[config.mk]
export PLATFORM = sky130hd
export DESIGN_NAME = gpio_dir_bank
export DESIGN_NICKNAME = d
export VERILOG_FILES = /design/src/rtl/gpio_dir_bank.sv
export SDC_FILE = /design/constraint.sdc
export NUM_CORES = 1
export LEC_CHECK = 0
export ABC_AREA = 1
export BUFFER_PORTS_ARGS = -buffer_cell sky130_fd_sc_hd__buf_2
export CORE_ASPECT_RATIO = 0.7
export CORE_MARGIN = 10
export CORE_UTILIZATION = 57
export DETAILED_ROUTE_END_ITERATION = 6
export GPL_TIMING_DRIVEN = 0
export PLACE_DENSITY = 0.94
export SLEW_MARGIN = 0
export SYNTH_ARGS = -nofsm -noshare
export SYNTH_HDL_FRONTEND = slang
export SYNTH_SLANG_ARGS = --single-unit
export TNS_END_PERCENT = 30
[constraint.sdc]
create_clock -name clk -period 5 [get_ports clk]
set_input_delay 1 -clock clk [delete_from_list [all_inputs] [get_ports clk]]
set_output_delay 1 -clock clk [all_outputs]
set_load 0.1 [all_outputs]
[src/rtl/gpio_dir_bank.sv]
module gpio_dir_bank #(
  parameter logic [9:0]   PROT_ADDR = 10'h3D0,
  parameter logic [9:0]   GRP_ADDR  = 10'h3D1,
  parameter int           GRP_FIRST = 11,
  parameter logic [111:0] LOCK_MASK = 112'h0F0000FFFF
) (
  input  logic         clk,
  input  logic         rst_n,
  input  logic [9:0]   bus_addr,
  input  logic         bus_we,
  input  logic [7:0]   bus_wdata,
  output logic [7:0]   bus_rdata,
  input  logic         ext_bus_mode,
  output logic [111:0] pin_oe
);
  localparam int NPORT   = 14;
  localparam int NBITS   = NPORT * 8;
  localparam int GUARDED = 9;
  localparam int GAPPORT = 8;
  localparam int GAPBIT  = 5;
  localparam int GRPLO   = GRP_FIRST * 8;
  localparam logic [9:0] MAP [NPORT] = '{
    10'h3E2, 10'h3E3, 10'h3E6, 10'h3E7, 10'h3EA, 10'h3EB, 10'h3EE,
    10'h3EF, 10'h3F2, 10'h3F3, 10'h3F6, 10'h3F7, 10'h3FA, 10'h3FB};

  logic             prot_q, grp_q;
  logic [NBITS-1:0] dir_flat;

  always_ff @(posedge clk) begin
    if (!rst_n) begin
      prot_q <= 1'b0;
      grp_q  <= 1'b0;
    end else if (bus_we) begin
      prot_q <= (bus_addr == PROT_ADDR) && bus_wdata[0];
      if (bus_addr == GRP_ADDR) grp_q <= bus_wdata[0];
    end
  end

  for (genvar p = 0; p < NPORT; p++) begin : g_port
    logic [7:0] q, lock, nxt;
    logic       allow;
    localparam logic [7:0] GAP = (p == GAPPORT) ? (8'h01 << GAPBIT) : 8'h00;
    assign allow = (p == GUARDED) ? prot_q : 1'b1;
    assign lock  = ext_bus_mode ? LOCK_MASK[p*8 +: 8] : 8'h00;
    assign nxt   = ((q & lock) | (bus_wdata & ~lock)) & ~GAP;
    always_ff @(posedge clk) begin
      if (!rst_n) q <= 8'h00;
      else if (bus_we && bus_addr == MAP[p] && allow) q <= nxt;
    end
    assign dir_flat[p*8 +: 8] = q;
    if (p >= GRP_FIRST) begin : g_grp
      assign pin_oe[p*8 +: 8] = q & {8{grp_q}};
    end else begin : g_plain
      assign pin_oe[p*8 +: 8] = q;
    end
  end

  logic hit;
  always_comb begin
    bus_rdata = 8'h00;
    hit = 1'b0;
    for (int p = 0; p < NPORT; p++)
      if (bus_addr == MAP[p]) begin
        bus_rdata = dir_flat[p*8 +: 8];
        hit = 1'b1;
      end
    if (bus_addr == PROT_ADDR) begin bus_rdata = {7'd0, prot_q}; hit = 1'b1; end
    if (bus_addr == GRP_ADDR)  begin bus_rdata = {7'd0, grp_q};  hit = 1'b1; end
  end

  assert_p9_guard_R4: assert property (@(posedge clk) disable iff (!rst_n)
    (bus_we && bus_addr == MAP[GUARDED] && !prot_q) |=> $stable(dir_flat[GUARDED*8 +: 8]));

  assert_unlock_clears_R5: assert property (@(posedge clk) disable iff (!rst_n)
    (bus_we && !(bus_addr == PROT_ADDR && bus_wdata[0])) |=> (bus_rdata[0] == 1'b0 || bus_addr != PROT_ADDR));

  assert_locked_hold_R6: assert property (@(posedge clk) disable iff (!rst_n)
    (bus_we && ext_bus_mode) |=> ((dir_flat & LOCK_MASK) == $past(dir_flat & LOCK_MASK)));

  assert_group_gate_R7: assert property (@(posedge clk) disable iff (!rst_n)
    !grp_q |-> (pin_oe[NBITS-1:GRPLO] == '0));

  assert_unmapped_zero_R8: assert property (@(posedge clk) disable iff (!rst_n)
    !hit |-> (bus_rdata == 8'h00));
endmodule

### Yosys cells after proc, flatten, opt, wreduce, memory -nomap -nowiden

Index checks and enable logic that the tools add are counted.

* equality and inequality tests: 16
* mux-type cells: 18
* bitwise logic cells: 13
* reduce and logical (&&, ||, !) cells: 17

Operator list (number)
* 10-bit equality test (second input constant): 16
* 8-bit two-way mux: 17
* 8-bit bitwise AND: 7
* 8-bit OR: 3
* 1-bit logical AND: 16
* 8-bit by 4-bit bitwise AND with 8-bit output: 1
* 4-bit NOT with 8-bit output: 1
* 8-bit NOT: 1
* 4-bit two-way mux: 1
* 2-bit AND reduction: 1

* flip-flop bits (word level): 113
* input port bits: 22
* output and inout bits: 120
* word-level logic and storage cells: 80

### Logic depth before layout (Yosys ltp)

* depth in word-level cells: 17
* mapped depth: 15
* mapped depth without buffers: 15

### Worst setup path after synthesis

Ideal clock, no wire load.

* path kind: in2out
* start: in bus_addr[0]
* end: out bus_rdata[5]
* data arrival time: 3.344 ns
* data required time: 4.000 ns
* slack: 0.656 ns
* stages: 13
* path buffers: 0
* cells stage by stage: inv_1 > nand2_2 > inv_1 > nand2_1 > nor2_4 > nand2_1 > o211ai_1 > a21oi_1 > nand4_1 > nand2_1 > nand4_1 > nor2_1 > nor2_1

* longest elaborated chain between the ends: 17
* elaborated cells between the ends (all ways): 32
* classes of those cells: eq/ne (16); mux (16)

RTL lines
* start: declaration: line 9 `input logic [9:0] bus_addr,`
* 10-bit equality test: line 63 `if (bus_addr == MAP[p]) begin`
* 8-bit two-way mux (14 in series): line 63
* 8-bit two-way mux: line 67 `if (bus_addr == PROT_ADDR) begin bus_rdata = {7'd0, prot_q}; hit = 1'b1; end`
* 8-bit two-way mux (*): line 68 `if (bus_addr == GRP_ADDR) begin bus_rdata = {7'd0, grp_q}; hit = 1'b1; end`
* end: declaration: line 12 `output logic [7:0] bus_rdata,`

Every way passes the cells marked *; elsewhere a longest branch is shown, timed or not.

### Worst setup path after layout

* start: in bus_addr[2]
* end: out bus_rdata[4]

Same word-level chain as after synthesis.

==> summary.md <==
| Metric | Value |
|---|---|
| Leading area contributor after synthesis | dfxtp_1 |
| Net Count, Synth | 832 |
| Utilization after layout | 0.750 |
| Number of filler cells placed in the layout | 759 |
| Post-synth EDFFs | 0 |
| Proportion of synthesized area in mux cells | 0 |
| Overall power of the completed layout | 2.16 mW |
| Number of buffers created by CTS | 17 |
| Reg-to-reg startpoint | g_port[9].allow$_SDFFE_PN0P_ |
| Die Span X | 138 µm |
| Worst setup margin | 0.682 ns |
| Number of I/O pins | 142 |
| Data required, critical path | approximately 4.0 ns |
| Clock root buffer | clkbuf_16 |
| Worst reg2reg path endpoint | g_port[9].q[4]$_SDFFE_PN0P_ |
| Maximum number of pins on one net before global-route repair | 17 |
| Leak pwr | 3.15 nW |
| Sinks on Clock Net | between 100 and 150 |
| Floorplan core area | 9250 µm² |
| Area share of the largest cell type after synthesis | 0.410 |
| Final hold slack | 0.464 ns |
| Avg Cell Area, Syn | 6.81 µm² |
| Result of the run | completed |
| Final count of hold timing violations | 0 |
| Post-synth top cells | 143 x nand2_1, 113 x dfxtp_1, 109 x inv_1 |
| Most frequent cell after synthesis | nand2_1 |
| Distinct cells, synth | 28 |
| Max Root-Sink Buffers | 2 |
| Routability Congestion | 0.960 |
| # Max-Cap Violations | 0 |
| Maximum fanout along the worst path | 8 |
| Maximum operating frequency | 232 MHz |
| Number of design-rule violations left by the first detailed-router iteration | 894 |
| Std-Cell Rows | 29 |
| Layout cell share with drive strength beyond 1 | 0.231 |
| PwrDens | roughly 310 nW/µm² |
| Reg2reg path depth | 3 |
| CTS tree | done |
| Dominant synthesized flop cell | dfxtp_1 |
| Routed length per instance | around 18 µm |
| Setup repair after global routing missed its margin | false |
| Worst Max-Slew Pin Slew | around 0.8 ns |
| Largest cells by area after synthesis | dfxtp_1 41%, nand2_1 9.7%, a21oi_1 7.9% |
| # hold bufs at CTS | 0 |
| Flip-flop and latch count after synthesis | 113 |
| Synth Area in Adders | 0 |
| Element type at the critical path end | output pin |
| Insertion delay of the later-clocked pin in the worst-skew pair | 0.42 ns |
| Number of H-tree levels | 4 |
| Die Footprint | 14100 µm² |
| Detail Route Antenna Nets | 0 |
| Total number of yosys warnings | 0 |
| R2r setup slk | 3.76 ns |
| Switching part of the total | 0.234 |
| Netlist area before placement | between 5000 and 6000 µm² |
| Die Span Y | a little over 100 µm |
| Antenna violations before repair | 0 |
| Hold crit path type | reg2reg |
| Max Slew Vio Count | 0 |
| Power Internal | 1.65 mW |
| Sw Pwr | 0.505 mW |
| First-pass iteration count of the detailed router | 6 |
| Number of nets at the end of the flow | between 900 and 1000 |
| DRC errors left | 0 |
| Headroom to the max-slew limit | 0.452 |
| Number of buffers added for setup after CTS | 0 |
| Xor and xnor fraction of the mapped netlist area | 0 |
| Data arrival, critical path | 3.32 ns |
| Gate count of the mapped netlist | just over 800 |
| Area used by sequential logic in the layout | 2260 µm² |
| GRT Util Overall | 0.284 |
| Effective utilization at floorplan | 0.596 |
| Total global routing overflow | 0 |
| Clock network fraction of design power | 0.533 |
| Vias post-DR | 6294 |
| Min cycle time layout | 4.32 ns |
| Portion of the post-synthesis area used by sequential elements | 0.410 |
| Post-DP HPWL | 14900 µm |
| Clock Skew | roughly 0.0055 ns |
| IR drop worst, VDD | 0.291 mV |
| # diodes | 0 |
| Dominant combinational cell family by area after synthesis | simple AND/OR/NAND/NOR gates |
| Fraction of registers with async set/reset | 0 |
| Vias in the first global route | a little under 6000 |
| Number of port buffers | 140 |
| Area fraction in compound gates after synthesis | 0.189 |
| Area of the multi-input gates | approximately 2600 µm² |
| Total negative slack | 0 ns |
| Wire length of the first global-routing pass | between 30000 and 40000 µm |
| WL final | 20300 µm |
| Clock transition at the registers of the reported paths | 0.05 ns |
| Synthesis-to-finish area growth | 25.8% |
| Kind of launch point of the worst setup path | input pin |
| Crit Path Category | in2out |
| Synthesized-area fraction occupied by and/or/nand/nor cells | 0.288 |
| Via density | ~5.7 |
| # setup viols final | 0 |
| Proportion of power drawn by combinational gates | 0.049 |
| Post-Place Worst Slack | approximately 0.85 ns |
| Sequential share of power | 0.418 |
| Worst hold stages | 2 |
| Gates resized, CTS repair | 0 |
| Final Cycle Share | 0.864 |
-- routing by layer --
| layer | vias up | GRT usage | share of wire | routed length (µm) |
|---|---|---|---|---|
| met5 | - | 0 | 0 | 0 |
| met4 | 0 | 0.105 | 0.025 | 505 |
| met3 | 56 | 0.119 | 0.16 | 3280 |
| met2 | 473 | 0.389 | 0.40 | 8110 |
| met1 | 2818 | 0.388 | 0.41 | 8390 |
| li1 | 2947 | - | - | - |
-- stage by stage --
stage | cells | instance area [µm²]
2_1_floorplan | 810 | 5520
3_3_place_gp | 1074 | 6370
3_5_place_dp | 1074 | 6370
4_1_cts | 1106 | 6940
5_1_grt | 1106 | 6940
6_report | 1106 | 6940
-- how the worst max path moves through the flow --
stage                           start      endpoint  cells past startpoint  slack [ns]
after floorplan           bus_addr[0]  bus_rdata[5]                     13        0.66
after global placement    bus_addr[2]  bus_rdata[4]                     15        0.85
after detailed placement  bus_addr[0]  bus_rdata[4]                     15        0.85
after CTS                 bus_addr[2]  bus_rdata[4]                     15        0.81
after global routing      bus_addr[2]  bus_rdata[4]                     15        0.59
final                     bus_addr[2]  bus_rdata[4]                     15        0.68
-- cells in the final DEF (no fill, tap or decap), drive strengths merged, types with 16 or more instances in the layout --
| cell type | netlist | final |
|---|---|---|
| dfxtp | 113 | 113 |
| clkbuf | 26 | 49 |
| nand4 | 24 | 24 |
| nand2 | 151 | 151 |
| buf | 13 | 153 |
| nand3 | 38 | 38 |
| nor2 | 118 | 118 |
| a21oi | 87 | 87 |
| inv | 120 | 120 |
| o21ai | 90 | 90 |
| a211oi | 16 | 16 |
-- cell type report --
type,count,area share
Buffer,39,0.0238
Clock buffer,23,0.0703
Clock inverter,9,0.0117
Inverter,120,0.0652
Multi-Input combinational cell,538,0.380
Sequential cell,113,0.326
Tap cell,124,0.0224
Timing Repair Buffer,140,0.101
-- power groups by stage --
stage / logic [mW] / registers, mW / clock network [mW]
floorplan: 0.0532 / 0.924 / 0
detailed placement: 0.0988 / 0.921 / 0
global route: 0.111 / 0.902 / 1.19
finish: 0.106 / 0.902 / 1.15
global placement: 0.0977 / 0.921 / 0
CTS: 0.100 / 0.902 / 1.15
-- kinds of logic after synthesis --
group                  Yosys count
other                            1
and+or+nand+nor                342
DFF                            113
AOI/OAI and AO/OA              195
buffers and inverters          159
-- worst max-delay path, stage by stage --
cell	delay [ns]
buf_2	0.14
inv_1	0.09
nand2_2	0.12
nor2_2	0.24
nand2_2	0.14
nor2_4	0.22
nand2_1	0.09
nand4_1	0.19
a21oi_1	0.09
nand4_1	0.11
nand2_1	0.08
nand4_1	0.19
nor2_1	0.07
nor2_1	0.10
buf_2	0.44
Power figures use the tool's default switching activity.
